File: config.mk
export PLATFORM = sky130hd
export DESIGN_NAME = phase_nco_sync
export DESIGN_NICKNAME = d
export VERILOG_FILES = /design/src/rtl/nco_pkg.sv /design/src/rtl/nco_cfg_regs.sv /design/src/rtl/nco_phase_acc.sv /design/src/rtl/phase_nco_sync.sv
export SDC_FILE = /design/constraint.sdc
export NUM_CORES = 1
export LEC_CHECK = 0
export BUFFER_PORTS_ARGS = -buffer_cell sky130_fd_sc_hd__buf_2
export CAP_MARGIN = 20
export CORE_ASPECT_RATIO = 0.6
export CORE_UTILIZATION = 40
export DETAILED_ROUTE_END_ITERATION = 10
export PLACE_DENSITY = 0.58
export SLEW_MARGIN = 20
export SYNTH_ARGS = -nofsm -noshare
export SYNTH_HDL_FRONTEND = slang
export SYNTH_HIERARCHICAL = 1
export SYNTH_SLANG_ARGS = --single-unit
File: constraint.sdc
create_clock -name clk -period 4.8 [get_ports clk]
set_input_delay 0.96 -clock clk [delete_from_list [all_inputs] [get_ports clk]]
set_output_delay 0.96 -clock clk [all_outputs]
set_load 0.02 [all_outputs]
File: src/rtl/nco_pkg.sv
package nco_pkg;
    typedef enum logic [1:0] {
        REG_TUNE = 2'd0,
        REG_OFFS = 2'd1,
        REG_MASK = 2'd2,
        REG_MODE = 2'd3
    } nco_reg_e;
endpackage

File: src/rtl/nco_cfg_regs.sv
module nco_cfg_regs
    import nco_pkg::*;
#(
    parameter int W  = 32,
    parameter int AW = 2
) (
    input  logic          clk,
    input  logic          rst_n,
    input  logic          we,
    input  logic [AW-1:0] addr,
    input  logic [W-1:0]  wdata,
    output logic [W-1:0]  rdata,
    output logic [W-1:0]  tune,
    output logic [W-1:0]  offs,
    output logic [W-1:0]  mask,
    output logic          slave
);
    typedef struct packed {
        logic [W-1:0] tune;
        logic [W-1:0] offs;
        logic [W-1:0] mask;
        logic         slave;
    } cfg_t;

    cfg_t cfg_d, cfg_q;

    always_comb begin
        cfg_d = cfg_q;
        if (we) begin
            case (nco_reg_e'(addr))
                REG_TUNE: cfg_d.tune  = wdata;
                REG_OFFS: cfg_d.offs  = wdata;
                REG_MASK: cfg_d.mask  = wdata;
                REG_MODE: cfg_d.slave = wdata[0];
                default:  cfg_d = cfg_q;
            endcase
        end
    end

    always_ff @(posedge clk or negedge rst_n) begin
        if (!rst_n) begin
            cfg_q.tune  <= '0;
            cfg_q.offs  <= '0;
            cfg_q.mask  <= '1;
            cfg_q.slave <= 1'b0;
        end else begin
            cfg_q <= cfg_d;
        end
    end

    always_comb begin
        case (nco_reg_e'(addr))
            REG_TUNE: rdata = cfg_q.tune;
            REG_OFFS: rdata = cfg_q.offs;
            REG_MASK: rdata = cfg_q.mask;
            REG_MODE: rdata = {{(W-1){1'b0}}, cfg_q.slave};
            default:  rdata = '0;
        endcase
    end

    assign tune  = cfg_q.tune;
    assign offs  = cfg_q.offs;
    assign mask  = cfg_q.mask;
    assign slave = cfg_q.slave;

    // a mode write lands at the next edge
    p_mode_wr_r9: assert property (@(posedge clk) disable iff (!rst_n)
        (we && addr == AW'(REG_MODE)) |=> (slave == $past(wdata[0])));
endmodule

File: src/rtl/nco_phase_acc.sv
module nco_phase_acc #(
    parameter int W = 32
) (
    input  logic         clk,
    input  logic         rst_n,
    input  logic [W-1:0] tune,
    input  logic [W-1:0] mask,
    input  logic         slave,
    input  logic         adv,
    input  logic         force_clr,
    input  logic         slave_sync,
    output logic [W-1:0] acc,
    output logic         sync_out
);
    typedef struct packed {
        logic [W-1:0] acc;
        logic         sync;
    } acc_t;

    acc_t st_d, st_q;
    logic zero_hit;

    assign zero_hit = ((st_q.acc & mask) == '0);

    always_comb begin
        st_d = st_q;
        if (force_clr) begin
            st_d.acc = '0;
        end else if (slave_sync) begin
            st_d.acc = st_q.acc & ~mask;
        end else if (adv) begin
            st_d.acc = st_q.acc + tune;
        end
        st_d.sync = !slave && zero_hit;
    end

    always_ff @(posedge clk or negedge rst_n) begin
        if (!rst_n) begin
            st_q <= '0;
        end else begin
            st_q <= st_d;
        end
    end

    assign acc      = st_q.acc;
    assign sync_out = st_q.sync;

    p_advance_r2: assert property (@(posedge clk) disable iff (!rst_n)
        (adv && !force_clr && !slave_sync) |=> (acc == $past(acc) + $past(tune)));

    p_hold_r3: assert property (@(posedge clk) disable iff (!rst_n)
        (!adv && !force_clr && !slave_sync) |=> $stable(acc));

    p_pulse_r4: assert property (@(posedge clk) disable iff (!rst_n)
        (!slave && ((acc & mask) == '0)) |=> sync_out);

    p_quiet_r4: assert property (@(posedge clk) disable iff (!rst_n)
        slave |=> !sync_out);

    p_slave_clr_r5: assert property (@(posedge clk) disable iff (!rst_n)
        (slave_sync && !force_clr) |=> ((acc & $past(mask)) == '0));

    p_force_r7: assert property (@(posedge clk) disable iff (!rst_n)
        force_clr |=> (acc == '0));
endmodule

File: src/rtl/phase_nco_sync.sv
module phase_nco_sync
    import nco_pkg::*;
#(
    parameter int W  = 32,
    parameter int AW = 2
) (
    input  logic          clk,
    input  logic          rst_n,
    input  logic          cfg_we,
    input  logic          cfg_re,
    input  logic [AW-1:0] cfg_addr,
    input  logic [W-1:0]  cfg_wdata,
    output logic [W-1:0]  cfg_rdata,
    input  logic          frac_mode,
    input  logic          adv_en,
    input  logic          sync_in,
    output logic [W-1:0]  phase_out,
    output logic          sync_out
);
    logic [W-1:0] tune, offs, mask, acc;
    logic         slave, adv, force_clr, slave_sync, tune_hit;

    nco_cfg_regs #(.W(W), .AW(AW)) u_cfg (
        .clk   (clk),
        .rst_n (rst_n),
        .we    (cfg_we),
        .addr  (cfg_addr),
        .wdata (cfg_wdata),
        .rdata (cfg_rdata),
        .tune  (tune),
        .offs  (offs),
        .mask  (mask),
        .slave (slave)
    );

    assign tune_hit   = (cfg_we || cfg_re) && (cfg_addr == AW'(REG_TUNE));
    assign force_clr  = !slave && tune_hit;
    assign slave_sync = slave && sync_in;
    assign adv        = !frac_mode || adv_en;

    nco_phase_acc #(.W(W)) u_acc (
        .clk        (clk),
        .rst_n      (rst_n),
        .tune       (tune),
        .mask       (mask),
        .slave      (slave),
        .adv        (adv),
        .force_clr  (force_clr),
        .slave_sync (slave_sync),
        .acc        (acc),
        .sync_out   (sync_out)
    );

    assign phase_out = acc + offs;

    // master ignores sync_in
    p_master_ignore_r6: assert property (@(posedge clk) disable iff (!rst_n)
        (!slave && sync_in && !tune_hit && adv) |=> (acc == $past(acc) + $past(tune)));

    // slave retune keeps phase continuous
    p_slave_tune_r8: assert property (@(posedge clk) disable iff (!rst_n)
        (slave && cfg_we && cfg_addr == AW'(REG_TUNE) && !sync_in && adv)
            |=> (acc == $past(acc) + $past(tune)));
endmodule

* After elaboration in Yosys (flattened, before gate mapping)
Cells that the tools add are included. W data, S select, Z words.
Word-level totals: flip-flop bits (word level) 130, bits in latches 0, bits in writable memories 0, memory bits (read-only) 0, input port bits 41, word-level logic and storage cells 33, memories kept 0
Cells by class: add/sub/neg operators 2, multiply operators 0, divide/modulo/power cells 0, $lt $le $gt $ge 0, equal/unequal tests 3, shift operators 0, mux-type cells 4, bitwise gates (word level) 3, reduce and logical (&&, ||, !) cells 15
Operators with widths (count):
- $pmux W32 S4 | 1
- $mux W32 | 3
- $add A32 B32 Y32 | 2
- $and A32 B32 Y32 | 2
- $logic_not A32 Y1 | 1
- $not A32 Y32 | 1
- $reduce_and A2 Y1 | 4
- $eq A2 B2 Y1 const B | 2
- $logic_and A1 B1 Y1 | 4
- $reduce_bool A3 Y1 | 1
- $eq A2 B1 Y1 const B | 1
- $logic_not A1 Y1 | 2
- $logic_not A2 Y1 | 1
- $logic_or A1 B1 Y1 | 2

* Longest topological paths before layout
depth after elaboration 5, mapped depth 10, depth with buffers taken out 10

* By module
The synthesis kept the hierarchy.
By module, submodules not included:
- nco_cfg_regs | times used 1, cells each 282, area each 4341.7 µm², sequential area each 2467.4 µm²
- nco_phase_acc | times used 1, cells each 473, area each 3689.8 µm², sequential area each 825.8 µm²
- phase_nco_sync | times used 1, cells each 240, area each 1747.9 µm², sequential area each 0.0 µm²

* Worst setup path after synthesis
OpenSTA, ideal clock, no wires.
path type reg-to-output, from reg u_acc.st_q, in the netlist u_acc/acc[0], to out phase_out[18], arrival time 2634 ps, setup slack 1206 ps, stages on the path, launching flop included 10, buffers on the path 0, cell sequence dfrtp_1 > ha_1 > fa_1 > a21o_1 > a221oi_4 > o211ai_4 > a31o_2 > a31oi_1 > o21ai_0 > xor2_1
On the way: longest elaborated chain between the ends 1
RTL lines:
- start: declaration | RTL line nco_phase_acc.sv:20 | acc_t st_d, st_q;
- start signal: assignment | RTL line nco_phase_acc.sv:41 | st_q <= st_d;
- $add A32 B32 Y32 | RTL line phase_nco_sync.sv:54 | assign phase_out = acc + offs;
- end: declaration | RTL line phase_nco_sync.sv:17 | output logic [W-1:0] phase_out,
Every way passes these cells.

* Final worst setup path
from reg u_acc.st_q, in the netlist u_acc/acc[4], to out phase_out[31]
Same word-level chain as after synthesis.

==> key figures <==
Logic synthesis
  – Share of the synthesized area in the top cell type: between 20% and 30%
  – Syn_nets: 1100
  – Register bit total from synthesis: 130
  – Unique masters post-synth: 88
  – Cell taking the most area after synthesis: dfrtp_1
  – Top cells by area, synth: dfrtp_1, mux2_2, dfstp_2
  – Post-synth EDFFs: 0
  – Cells after synthesis: between 900 and 1000
  – Syn. warnings: 6
  – Asr flop ratio synth: 100%
  – Most common flop cell mapped by yosys: dfrtp_1
  – Sequential fraction of the synthesis area: 33.7%
  – Syn avg cell area: approximately 9.8 um2
  – Cell area after synthesis: a little under 10000 um2

Layout
  – Final nets: about 1200
  – N_diodes: 0
  – Register area: 3290 um2
  – Fill cells: between 2000 and 2500
  – Layout cells sized above 1: between 20% and 30%
  – Synth-to-layout area growth: 14.9%
  – Multi-input logic area: between 6000 and 7000 um2

Timing
  – # setup viols final: 0
  – Setup_tns: 0 ps
  – Maximum clock frequency: 0.220 GHz
  – Slew @ Worst Pin: 941 ps
  – Slew Viols, Final: 0
  – Fin crit period: 4540 ps
  – Final Hold Vio Count: 0
  – Tcrit/Tclk final: between 90 and 100%
  – Slew margin rel.: about 37%
  – RSZ-0062 raised after global routing: no
  – Clk_skew: 11.1 ps

Routing
  – Initial DRC count: about 850
  – DR vias: roughly 8500
  – Wire per inst: 23.1 um
  – First-pass DRT Iterations: 6
  – Drt total wl: approximately 32000 um
  – Vias/cell: between 6 and 7
  – DRC: 0
  – Post-route ant nets: 0

Worst hold path
  – Hold Path Class: flip-flop to flip-flop
  – Hold Startpoint: u_cfg/offs[0]
  – Hold Path End: u_cfg/offs[0]
  – Worst hold path cell count: 1

GRT
  – Congestion Overflow GR: 0
  – M2 GR Usage: 32.8%
  – First-pass GRT wire length: roughly 49000 um
  – Number of global-route vias before repair: approximately 8000
  – Antenna violations before repair: 0
  – Total track usage: 26.3%
  – Grt peak-use layer: met1
  – GR Util met1: between 40% and 50%
  – Routing usage on met3: about 6.4%
  – Largest net degree at the start of global routing: 85

Clocking
  – Sink Count: 130
  – H-tree depth: 4
  – Setup repair bufs after CTS: 0
  – TritonCTS Buffers: 17
  – TritonCTS clock tree: built
  – Clk slew on worst S/H paths: 60 ps
  – CTS Buffer Depth: 2
  – Post_cts resized: 0
  – Root Buffer: clkbuf_16
  – Clock latency on the worst-skew pair: 430 ps
  – Hold buffers post-CTS: 0

Setup path
  – Worst-case register-to-register setup slack: between 1500 and 2000 ps
  – Critical Path Slowest Stage Cell: o311ai_0
  – Worst Path Max Fanout: 5
  – Delay-heaviest family, CP: compound AO/OA/AOI/OAI gates
  – Worst setup SP type: flip-flop
  – CP max stage delay: just over 600 ps
  – CP Buf/Inv Count: 1
  – CP Cell Sequence: ha_1, a21o_1, a31o_2, o21ai_0, a21oi_1, o311ai_0, a32oi_1, xnor2_1, buf_2
  – Crit. End Element: output port
  – Reg2reg end: u_acc/acc[19]
  – Reg2Reg Depth: 8
  – Critical path required time: between 3000 and 4000 ps
  – Critical path class: flip-flop to output port
  – Critical R2R Launch: u_acc/acc[8]
  – Worst path arrival time: 3580 ps

Pwr
  – Tot Pwr: roughly 8.3 mW
  – PD cells: between 700 and 800 nW/um2
  – Peak supply drop: about 0.30 mV
  – Leak: about 4.9 nW

Floorplanning
  – Die X: just over 200 um
  – IO Count: ~110
  – FP Rows: 43
  – Die area: ~25000 um2
  – Initial Util: 41.5%
  – Core box area: about 24000 um2
  – Height of the die: roughly 120 um

Outcome
  – Status: complete, no violations

Placement
  – IO Port Bufs: approximately 110
  – Gp weighted congestion: approximately 0.9
  – Dpl hpwl: 24600 um

Run
  – Max Cap Viol: 0
synth_stat cells, types with 4 or more instances:
| cell type | n |
|---|---|
| a221o_1 | 5 |
| buf_6 | 6 |
| or4_1 | 4 |
| nor2b_1 | 4 |
| a221oi_1 | 9 |
| a21oi_1 | 69 |
| clkbuf_1 | 36 |
| o31ai_1 | 9 |
| and3_1 | 13 |
| a22oi_1 | 4 |
| xor2_1 | 17 |
| dfstp_2 | 32 |
| o21bai_1 | 5 |
| mux2i_1 | 41 |
| a21o_1 | 23 |
| o211ai_1 | 6 |
| nand2_1 | 66 |
| nand4_1 | 16 |
| buf_4 | 4 |
| inv_1 | 22 |
| or3_1 | 4 |
| buf_2 | 11 |
| o2bb2ai_1 | 31 |
| a211oi_1 | 10 |
| nand3_1 | 30 |
| o21a_1 | 9 |
| nor2_1 | 55 |
| ha_1 | 62 |
| and2_1 | 5 |
| o21ai_0 | 34 |
| xnor2_1 | 26 |
| mux2_2 | 98 |
| dfrtp_1 | 98 |
| nor3_1 | 13 |
| a22o_1 | 6 |
| nand3b_1 | 7 |
| a31oi_1 | 18 |
| nand2b_1 | 12 |
report_power, final:
| part | leakage [nW] | switching [mW] | internal (mW) |
|---|---|---|---|
| logic | 3.10 | 2.94 | 1.93 |
| registers | 1.51 | 0.456 | 1.43 |
| clock network | 0.332 | 0.553 | 0.997 |
| total | 4.95 | 3.95 | 4.35 |
worst max path at each step:
| stage | start | endpoint | slack (ps) | cells past startpoint |
|---|---|---|---|---|
| final | u_acc/acc[4] | phase_out[31] | 260 | 9 |
| after floorplan | u_acc/acc[0] | phase_out[18] | 1210 | 9 |
| after CTS | u_acc/acc[4] | phase_out[31] | 260 | 9 |
| after global routing | u_acc/acc[4] | phase_out[31] | 20 | 9 |
| after global placement | u_acc/acc[0] | phase_out[30] | 820 | 10 |
| after detailed placement | u_acc/acc[4] | phase_out[31] | 740 | 9 |
state kept, by name (all words and copies together) (netlist names):
name	cells
u_cfg/offs	32
u_acc/acc	32
u_cfg/slave	1
u_cfg/tune	32
u_cfg/mask	32
u_acc/sync_out	1
layout make-up:
type | instances | area share [%]
multi-input combinational | 784 | 54.4
inverter | 22 | 0.735
tap | 315 | 3.51
sequential | 130 | 29.3
clock inverter | 14 | 2.22
timing repair buffer | 122 | 5.87
clock buffer | 18 | 3.91
metrics by stage:
step | utilization, % | instance area, um2 | cells | hold WS, ps | setup WS, ps
after floorplan | - | 9780 | 995 | 487 | 1210
after global placement | 44.8 | 10500 | 1373 | 518 | 824
after detailed placement | 44.8 | 10500 | 1373 | 527 | 741
after CTS | 47.7 | 11200 | 1405 | 540 | 259
after global routing | 47.7 | 11200 | 1405 | 559 | 21.4
final | 47.7 | 11200 | 1405 | 539 | 258
cells in the final DEF (no fill, tap or decap), drive strengths merged, types with 30 or more instances in the layout:
cell | Yosys | final
buf | 22 | 122
mux2 | 100 | 100
dfrtp | 98 | 98
a21oi | 72 | 72
nand2 | 66 | 66
ha | 62 | 62
nor2 | 55 | 55
mux2i | 41 | 41
o21ai | 34 | 34
dfstp | 32 | 32
o2bb2ai | 31 | 31
nand3 | 30 | 30
metal layers:
metal  vias to the layer above  share of wire (%)
met1                      4227                 54
met2                       332                 37
li1                       3959                  -
met4                         0               0.91
met5                         -                  0
met3                        21                8.5
kinds of logic after synthesis:
kind of cell / share of synthesized area, %
buffers and inverters: 3.88
XOR/XNOR: 3.85
adder cells (fa/ha/maj): 8.34
flip-flops: 33.7
multiplexers: 15.9
AND/OR/NAND/NOR: 13.1
AO/OA/AOI/OAI: 21.2
worst reg2reg max path, delay by kind of cell (launching register included):
kind | cells | cell delay (ps)
mux | 1 | 410
compound gates | 6 | 1810
flops | 1 | 500
fa+ha+maj | 1 | 410
No activity file was read; power rests on OpenSTA's default activity.
